### src/rtl/bcg_pkg.sv
package bcg_pkg;

  typedef enum logic {
    ACC_LOAD  = 1'b0,
    ACC_STORE = 1'b1
  } acc_kind_e;

  function automatic int unsigned idx_width(input int unsigned n);
    return (n > 1) ? $clog2(n) : 1;
  endfunction

endpackage

### src/rtl/bcg_line_meta.sv
module bcg_line_meta #(
  parameter int unsigned NB = 4
) (
  input  logic          clk,
  input  logic          rst_n,
  input  logic [NB-1:0] set_lrd,
  input  logic [NB-1:0] set_lwr,
  input  logic          merge_en,
  input  logic [NB-1:0] merge_rd,
  input  logic [NB-1:0] merge_wr,
  input  logic          wipe_en,
  input  logic [NB-1:0] wipe_rd,
  input  logic [NB-1:0] wipe_wr,
  input  logic          local_clr,
  input  logic          sup_set,
  output logic [NB-1:0] lrd,
  output logic [NB-1:0] lwr,
  output logic [NB-1:0] rrd,
  output logic [NB-1:0] rwr,
  output logic          sup
);

  logic [NB-1:0] rrd_merged, rwr_merged;
  logic [NB-1:0] rrd_next, rwr_next;

  always_comb begin
    rrd_merged = rrd;
    rwr_merged = rwr;
    if (merge_en) begin
      rrd_merged = rrd | merge_rd;
      rwr_merged = rwr | (merge_wr & ~lwr);
    end
    rrd_next = rrd_merged;
    rwr_next = rwr_merged;
    if (wipe_en) begin
      rrd_next = rrd_merged & ~wipe_rd;
      rwr_next = rwr_merged & ~wipe_wr;
    end
  end

  always_ff @(posedge clk) begin
    if (!rst_n) begin
      lrd <= '0;
      lwr <= '0;
      rrd <= '0;
      rwr <= '0;
      sup <= 1'b0;
    end else begin
      rrd <= rrd_next;
      rwr <= rwr_next;
      if (local_clr) begin
        lrd <= '0;
        lwr <= '0;
        sup <= 1'b0;
      end else begin
        lrd <= lrd | set_lrd;
        lwr <= lwr | set_lwr;
        sup <= sup | sup_set;
      end
    end
  end

endmodule

### src/rtl/bcg_conflict_eval.sv
module bcg_conflict_eval #(
  parameter int unsigned NB = 4
) (
  input  logic [NB-1:0] be,
  input  logic          is_store,
  input  logic [NB-1:0] lwr,
  input  logic [NB-1:0] rrd,
  input  logic [NB-1:0] rwr,
  output logic [NB-1:0] clash,
  output logic          deny
);

  logic [NB-1:0] foreign_wr;

  always_comb begin
    foreign_wr = rwr & ~lwr;
    if (is_store) clash = be & (foreign_wr | rrd);
    else          clash = be & foreign_wr;
    deny = |clash;
  end

endmodule

### src/rtl/byte_conflict_guard.sv
module byte_conflict_guard
  import bcg_pkg::*;
#(
  parameter int unsigned LINES      = 4,
  parameter int unsigned LINE_BYTES = 4,
  localparam int unsigned IW        = idx_width(LINES)
) (
  input  logic                  clk,
  input  logic                  rst_n,
  input  logic                  in_region,
  input  logic                  region_end,
  input  logic                  acc_valid,
  output logic                  acc_ready,
  input  logic [IW-1:0]         acc_line,
  input  logic [LINE_BYTES-1:0] acc_be,
  input  logic                  acc_write,
  input  logic                  acc_singleton,
  output logic                  rsp_valid,
  output logic                  rsp_deny,
  input  logic                  fill_valid,
  input  logic [IW-1:0]         fill_line,
  input  logic [LINE_BYTES-1:0] fill_rd,
  input  logic [LINE_BYTES-1:0] fill_wr,
  input  logic                  ntc_valid,
  input  logic [IW-1:0]         ntc_line,
  input  logic [LINE_BYTES-1:0] ntc_rd,
  input  logic [LINE_BYTES-1:0] ntc_wr,
  input  logic                  ntc_excl,
  output logic                  dgrd_valid,
  output logic [IW-1:0]         dgrd_line,
  input  logic                  sup_valid,
  input  logic [IW-1:0]         sup_line,
  output logic [LINES-1:0]      supplied_map,
  input  logic [IW-1:0]         snp_line,
  output logic [LINE_BYTES-1:0] snp_lrd,
  output logic [LINE_BYTES-1:0] snp_lwr
);

  localparam int unsigned NB = LINE_BYTES;

  logic [NB-1:0] lrd_a [LINES];
  logic [NB-1:0] lwr_a [LINES];
  logic [NB-1:0] rrd_a [LINES];
  logic [NB-1:0] rwr_a [LINES];

  acc_kind_e     kind;
  logic          accept;
  logic          marks;
  logic [NB-1:0] clash;
  logic          deny;
  logic [NB-1:0] sel_lwr, sel_rrd, sel_rwr;
  logic [NB-1:0] ntc_rrd_now;
  logic          dgrd_hit;

  assign kind      = acc_kind_e'(acc_write);
  assign acc_ready = ~(fill_valid | ntc_valid | region_end);
  assign accept    = acc_valid & acc_ready;
  assign marks     = accept & ~deny & in_region & ~acc_singleton;

  assign sel_lwr = lwr_a[acc_line];
  assign sel_rrd = rrd_a[acc_line];
  assign sel_rwr = rwr_a[acc_line];

  bcg_conflict_eval #(.NB(NB)) u_eval (
    .be       (acc_be),
    .is_store (kind == ACC_STORE),
    .lwr      (sel_lwr),
    .rrd      (sel_rrd),
    .rwr      (sel_rwr),
    .clash    (clash),
    .deny     (deny)
  );

  for (genvar g = 0; g < LINES; g++) begin : g_line
    logic hit_acc, hit_fill, hit_ntc, hit_sup;
    assign hit_acc  = marks && (acc_line == IW'(g));
    assign hit_fill = fill_valid && (fill_line == IW'(g));
    assign hit_ntc  = ntc_valid && (ntc_line == IW'(g));
    assign hit_sup  = sup_valid && (sup_line == IW'(g));

    bcg_line_meta #(.NB(NB)) u_meta (
      .clk       (clk),
      .rst_n     (rst_n),
      .set_lrd   ((hit_acc && kind == ACC_LOAD)  ? acc_be : '0),
      .set_lwr   ((hit_acc && kind == ACC_STORE) ? acc_be : '0),
      .merge_en  (hit_fill),
      .merge_rd  (fill_rd),
      .merge_wr  (fill_wr),
      .wipe_en   (hit_ntc),
      .wipe_rd   (ntc_rd),
      .wipe_wr   (ntc_wr),
      .local_clr (region_end),
      .sup_set   (hit_sup),
      .lrd       (lrd_a[g]),
      .lwr       (lwr_a[g]),
      .rrd       (rrd_a[g]),
      .rwr       (rwr_a[g]),
      .sup       (supplied_map[g])
    );
  end

  assign ntc_rrd_now = rrd_a[ntc_line];
  assign dgrd_hit    = ntc_valid & ntc_excl & (|(ntc_rrd_now & ntc_rd));

  assign snp_lrd = lrd_a[snp_line];
  assign snp_lwr = lwr_a[snp_line];

  always_ff @(posedge clk) begin
    if (!rst_n) begin
      rsp_valid  <= 1'b0;
      rsp_deny   <= 1'b0;
      dgrd_valid <= 1'b0;
      dgrd_line  <= '0;
    end else begin
      rsp_valid  <= accept;
      rsp_deny   <= accept & deny;
      dgrd_valid <= dgrd_hit;
      if (dgrd_hit) dgrd_line <= ntc_line;
    end
  end

endmodule

### config.mk
export PLATFORM = sky130hd
export DESIGN_NAME = byte_conflict_guard
export DESIGN_NICKNAME = d
export VERILOG_FILES = /design/src/rtl/bcg_pkg.sv /design/src/rtl/bcg_line_meta.sv /design/src/rtl/bcg_conflict_eval.sv /design/src/rtl/byte_conflict_guard.sv
export SDC_FILE = /design/constraint.sdc
export NUM_CORES = 1
export LEC_CHECK = 0
export ABC_CLOCK_PERIOD_IN_PS = 3250
export BUFFER_PORTS_ARGS = -buffer_cell sky130_fd_sc_hd__buf_4
export CORE_ASPECT_RATIO = 1.25
export CORE_MARGIN = 8
export CORE_UTILIZATION = 56
export CTS_CLUSTER_DIAMETER = 150
export DETAILED_ROUTE_END_ITERATION = 16
export PLACE_DENSITY = 0.79
export SYNTH_ARGS = -nofsm -noshare
export SYNTH_HDL_FRONTEND = slang
export SYNTH_HIERARCHICAL = 1
export SYNTH_SLANG_ARGS = --single-unit
### constraint.sdc
create_clock -name clk -period 3.25 [get_ports clk]
set_clock_uncertainty 0.2 [all_clocks]
set_input_delay 0 -clock clk [delete_from_list [all_inputs] [get_ports clk]]
set_output_delay 0 -clock clk [all_outputs]
set_load 0.02 [all_outputs]
==> results of run 1 <==
[timing repair]
action / in CTS / in global routing
endpoints found under the setup margin: 0 / 0
resized for setup: 0 / 0
hold endpoints to repair: 70 / 0
hold buffers: 45 / 0
buffers inserted: 0 / 0
[routing by layer]
layer,up-vias,part of all wire [%],wire [µm]
met1,1583,40,4180
met5,-,0,0
met2,170,52,5450
met3,34,5.6,593
met4,0,3.3,351
li1,1500,-,-
[power by group]
part	switching (mW)	total, mW	internal [mW]
sequential	0.0105	0.920	0.909
combinational	0.129	0.247	0.118
clock	0.342	0.775	0.433
total	0.482	1.94	1.46
[flip-flops by register name, summed over array words and instances, names as in the netlist]
signal,count
dgrd_line,2
dgrd_valid,1
g_line.u_meta/lrd,16
g_line.u_meta/lwr,16
g_line.u_meta/rrd,16
g_line.u_meta/rwr,16
g_line.u_meta/sup,4
rsp_deny,1
rsp_valid,1
[area by class of cell]
class / count / share of cell area, %
repair buffers: 105 / 19.1
multi-input cells: 246 / 41.1
inverters: 26 / 2.07
clock inverters: 5 / 1.67
clock buffers: 11 / 2.79
well taps: 85 / 2.25
flip-flops and latches: 73 / 31.0
[final timing paths]
| kind | start | slack, ns | endpoint | cells past startpoint |
|---|---|---|---|---|
| hold reg to reg | dgrd_line[1]$_SDFFE_PN0P_ | 0.26 | dgrd_line[1]$_SDFFE_PN0P_ | 2 |
| setup reg to reg | g_line[3].u_meta/rrd[3]$_SDFF_PN0_ | 0.44 | g_line[2].u_meta/lrd[2]$_SDFF_PP0_ | 9 |
| hold / removal | acc_singleton | 0.07 | g_line[1].u_meta/lwr[2]$_SDFF_PP0_ | 6 |
| setup / recovery | g_line[3].u_meta/rrd[3]$_SDFF_PN0_ | 0.44 | g_line[2].u_meta/lrd[2]$_SDFF_PP0_ | 9 |
[worst reg2reg max path, cell delays in order (launching register included)]
cell and delay [ns]:
dfxtp_1 0.33, mux4_2 0.48, and2_1 0.17, o21ai_1 0.16
o2111ai_1 0.16, nor3b_1 0.36, nand3_1 0.35, nor4_1 0.36
nor2_1 0.09, nor2_1 0.09
==> impl_metrics.toml, run 1 <==
[power_and_ir_drop]
fin_total_pwr_mw = 1.94
power_density_nw_per_um2 = 412
ir_drop_mv = 0.312
p_leak_nw = 1.78

[critical_path]
path_max_fanout = 8
cp_common_cell = "nor2_1"
cp_slowest_cell = "mux4_2"
path_delay_family = "simple AND/OR/NAND/NOR gates"
path_cells = "mux4_2, and2_1, o21ai_1, o2111ai_1, nor3b_1, nand3_1, nor4_1, nor2_1, nor2_1"
path_buf_inv = 0
critPathMaxStageDelay_ns = 0.48
cp.required_ns = 3.33
arrival_ns = 2.89
crit_type = "flop to flop"
end_kind = "flop"
worstSetupStartpointType = "flop"

[cts]
cts_tree = "yes"
path_clk_slew_ns = 0.07
root_buffer = "clkbuf_8"
cts_sinks = 73
clockBufferDepth = 2
insertion_delay_ns = 0.34
h-tree-depth = 3
numCtsBuffers = 9

[finish]
fin_area_um2 = 4720
multi_input_area_um2 = 1940
final_util_pct = 76.0
nNetsFinal = 502
layout_commonest_cell = "nor2_1"
syn2layout_area_growth_pct = 30.4
drive_above_1_share_pct = 26.6
fill_cells = 445
seqCellArea_um2 = 1460
diodes = 0
final_cell_mix = "nor2_1 (83), dfxtp_1 (73), buf_4 (60), dlygate4sd3_1 (45), inv_1 (26)"
layout.cells.non_filler = 551

[timing]
min_period_ns = 2.81
finalSetupViolations = 0
fin_ws_ns = 0.438
rsz0062_at_grt = "no"
fin_crit_sh_pct = 86.5
fin_tns_setup_ns = 0
fmax_ghz = 0.356
maxSlewViolCount = 0
whs_ns = 0.0732
worst_pin_slew_ns = 0.849
slew_headroom_pct = 43.2
finalHoldViolCount = 0

[run_status]
status = "completed"

[die]
die_area_um2 = 9300
die-height_um = 106
start_util_pct = 58.3
ios = 59
row_count = 32
core_area_um2 = 6210
chipWidth_um = 87.9

[place]
place_ws_ns = 0.404
dpl.cell_count = 490
dp_hpwl_mm = 7.12
placed_area_um2 = 4060
io_buffers = 58
place_congestion = 0.855

[global_route]
grt_first_pass_wirelength_mm = 16.8
grt_usage_pct = 23.4
grt_max_degree = 26
grt_pass1_vias = 3384
busiest_layer = "met2"
grt_antenna_before_repair = 0
globalRouteMet3Util_pct = 4.27
grt.met1_usage_pct = 25.9
grt_util_met2_pct = 41.2
grt_overflow = 0

[yosys]
synth_fp_nets = 407
syn_area_um2 = 3620
synth_area_per_cell_um2 = 9.88
ys_warn_count = 6
syn_inst = 366

[min_path]
hp-class = "input port to flop"

[detailed_routing]
routedWlPerCell_um = 19.2
drcViolationCount = 0
detail-route-antenna-nets = 0
wirelength_mm = 10.6
vias_per_cell = 5.97
vias = 3287
drt_iter0_drc = 198
first_pass_iters = 5

[flow_run]
drv_cap = 0
Power figures use the tool's default switching activity.
==> run 2: changes to the inputs <==
--- a/config.mk
+++ b/config.mk
@@ -9,11 +9,10 @@
 export BUFFER_PORTS_ARGS = -buffer_cell sky130_fd_sc_hd__buf_4
 export CORE_ASPECT_RATIO = 1.25
 export CORE_MARGIN = 8
-export CORE_UTILIZATION = 56
+export CORE_UTILIZATION = 55
 export CTS_CLUSTER_DIAMETER = 150
 export DETAILED_ROUTE_END_ITERATION = 16
 export PLACE_DENSITY = 0.79
 export SYNTH_ARGS = -nofsm -noshare
 export SYNTH_HDL_FRONTEND = slang
-export SYNTH_HIERARCHICAL = 1
 export SYNTH_SLANG_ARGS = --single-unit
==> run 2 against run 1 <==
Against the previous run:
- design area down 4.7%
- synthesized area down 6.9%
- first-iteration DRC count up 27%
- flip-flop and latch count unchanged
- largest cell class unchanged
==> impl_metrics.toml, run 2 <==
[global_route]
grt_first_pass_wirelength_mm = 16.0
grt_util_met2_pct = 40.4
grt_max_degree = 38
globalRouteMet3Util_pct = 7.27
busiest_layer = "met2"
grt.met1_usage_pct = 24.7
grt_usage_pct = 23.3
grt_antenna_before_repair = 1
grt_pass1_vias = 3227
grt_overflow = 0

[place]
place_ws_ns = 0.816
dp_hpwl_mm = 6.60
place_congestion = 0.842
io_buffers = 58

[critical_path]
path_max_fanout = 22
crit_type = "input port to flop"
timing.rr.start = "g_line[2].u_meta.lwr[0]$_SDFF_PP0_"
cp.required_ns = 3.34
ff2ff_path_depth = 7
worstSetupStartpointType = "input port"
critPathMaxStageDelay_ns = 0.59
r2r_slack_ns = 0.49
cp_common_cell = "dlygate4sd3_1"
path_cells = "dlygate4sd3_1, buf_4, mux4_2, nand2_1, nand2_1, dlygate4sd3_1, a311oi_1, dlygate4sd3_1"
arrival_ns = 2.90
cp_slowest_cell = "dlygate4sd3_1"
r2r-end = "rsp_deny$_SDFF_PN0_"
end_kind = "flop"

[flow_run]
drv_cap = 0

[finish]
syn2layout_area_growth_pct = 33.5
final_cell_mix = "dfxtp_1 (73), buf_4 (61), dlygate4sd3_1 (49), a211oi_1 (32), a21oi_1 (27)"
nNetsFinal = 470
final_util_pct = 74.3
layout_commonest_cell = "dfxtp_1"
drive_above_1_share_pct = 22.9

[min_path]
min_from = "acc_line[0]"
hold_end = "g_line[1].u_meta.lwr[3]$_SDFF_PP0_"
hold_path_depth = 4
hp-class = "input port to flop"

[detailed_routing]
wirelength_mm = 9.75
routedWlPerCell_um = 18.8
drcViolationCount = 0
vias_per_cell = 5.99
drt_iter0_drc = 252
vias = 3110
detail-route-antenna-nets = 0
first_pass_iters = 4

[yosys]
yosysTopAreaCell = "dfxtp_1"
synth_area_per_cell_um2 = 10.1
yosysUniqueCellTypes = 44
syn_area_um2 = 3370
synth_fp_nets = 374
ys_ff_latch = 73
synth.most_common_cell = "dfxtp_1"
synth_ff_type = "dfxtp_1"
synth-seq-area-share_pct = 43.4
ys_warn_count = 0
synth-async-reset-ratio_pct = 0
synth_edf_count = 0
yosys.area.top_type_share_pct = 43.4
synth_area_leaders = "dfxtp_1 (43%), mux4_2 (11%), a211oi_1 (7.1%)"
synthTopCellsByCount = "dfxtp_1 (73), a211oi_1 (32), a21oi_1 (27)"
syn_inst = 333

[timing]
finalHoldViolCount = 0
min_period_ns = 2.80
finalSetupViolations = 0
whs_ns = 0.0877
maxSlewViolCount = 0
worst_pin_slew_ns = 0.952
rsz0062_at_grt = "no"
fin_ws_ns = 0.446
fin_tns_setup_ns = 0
fin_crit_sh_pct = 86.3
fmax_ghz = 0.357
slew_headroom_pct = 36.5

[power_and_ir_drop]
ir_drop_mv = 0.266
power_density_nw_per_um2 = 417
fin_total_pwr_mw = 1.87
p_leak_nw = 1.62

[die]
start_util_pct = 55.7
die-height_um = 103
die_area_um2 = 8890
row_count = 32
chipWidth_um = 86.0
ios = 59
core_area_um2 = 6050

[cts]
clockBufferDepth = 2
path_clk_slew_ns = 0.07
cts_tree = "yes"
h-tree-depth = 3
insertion_delay_ns = 0.35
cts_sinks = 73
root_buffer = "clkbuf_8"
numCtsBuffers = 9
cts_resized = 0

[run_status]
status = "completed"
[run 2: how the worst max path moves through the flow]
stage | cells past startpoint | end | from | slack, ns
final | 8 | rsp_deny$_SDFF_PN0_ | acc_line[1] | 0.45
after floorplan | 5 | g_line[2].u_meta.lwr[0]$_SDFF_PP0_ | g_line[1].u_meta.rrd[0]$_SDFF_PN0_ | 1.01
after CTS | 8 | rsp_deny$_SDFF_PN0_ | acc_line[1] | 0.46
after detailed placement | 5 | g_line[2].u_meta.lwr[1]$_SDFF_PP0_ | g_line[1].u_meta.rrd[0]$_SDFF_PN0_ | 0.82
after global routing | 8 | rsp_deny$_SDFF_PN0_ | acc_line[1] | 0.37
after global placement | 5 | g_line[2].u_meta.lwr[2]$_SDFF_PP0_ | g_line[3].u_meta.rrd[2]$_SDFF_PN0_ | 0.87
[run 2: cells by family after synthesis]
group / after synthesis / share of synthesized area, %
AND/OR/NAND/NOR: 72 / 13.4
flip-flops: 73 / 43.4
multiplexers: 19 / 12.1
buffers and inverters: 50 / 6.54
AO/OA/AOI/OAI: 119 / 24.6
[run 2: repair_timing]
item,CTS,global route
hold buffers,49,0
buffers inserted,0,0
endpoints found under the setup margin,0,0
endpoints found under the hold margin,72,0
[run 2: worst max-delay path: cells and delay by family]
| family | cells | cell delay, ns |
|---|---|---|
| buffers and inverters | 4 | 1.94 |
| muxes | 1 | 0.58 |
| AOI/OAI and AO/OA | 1 | 0.25 |
| and+or+nand+nor | 2 | 0.13 |
[run 2: through the flow]
stage,area [µm²],cells
6_report,4490,519
2_1_floorplan,3370,333
3_5_place_dp,3800,454
5_1_grt,4490,519
3_3_place_gp,3800,454
4_1_cts,4490,518
[run 2: final cells by class]
cell class | count | area (µm²)
fill | 440 | 1550
antenna | 1 | 2.50
multi-input combinational | 210 | 1680
clock buffer | 13 | 159
timing repair buffer | 110 | 948
inverter | 25 | 93.8
clock inverter | 2 | 37.5
sequential | 73 | 1460
tap | 85 | 106
[run 2: per-layer routing]
metal / wire, µm / vias up
met5: 0 / -
met3: 685 / 30
met4: 312 / 0
met2: 4990 / 147
met1: 3760 / 1451
li1: - / 1482
[run 2: power by group]
| part | switching [mW] | internal [mW] | total [mW] |
|---|---|---|---|
| combinational | 0.119 | 0.115 | 0.234 |
| clock | 0.326 | 0.393 | 0.719 |
| sequential | 0.00969 | 0.910 | 0.919 |
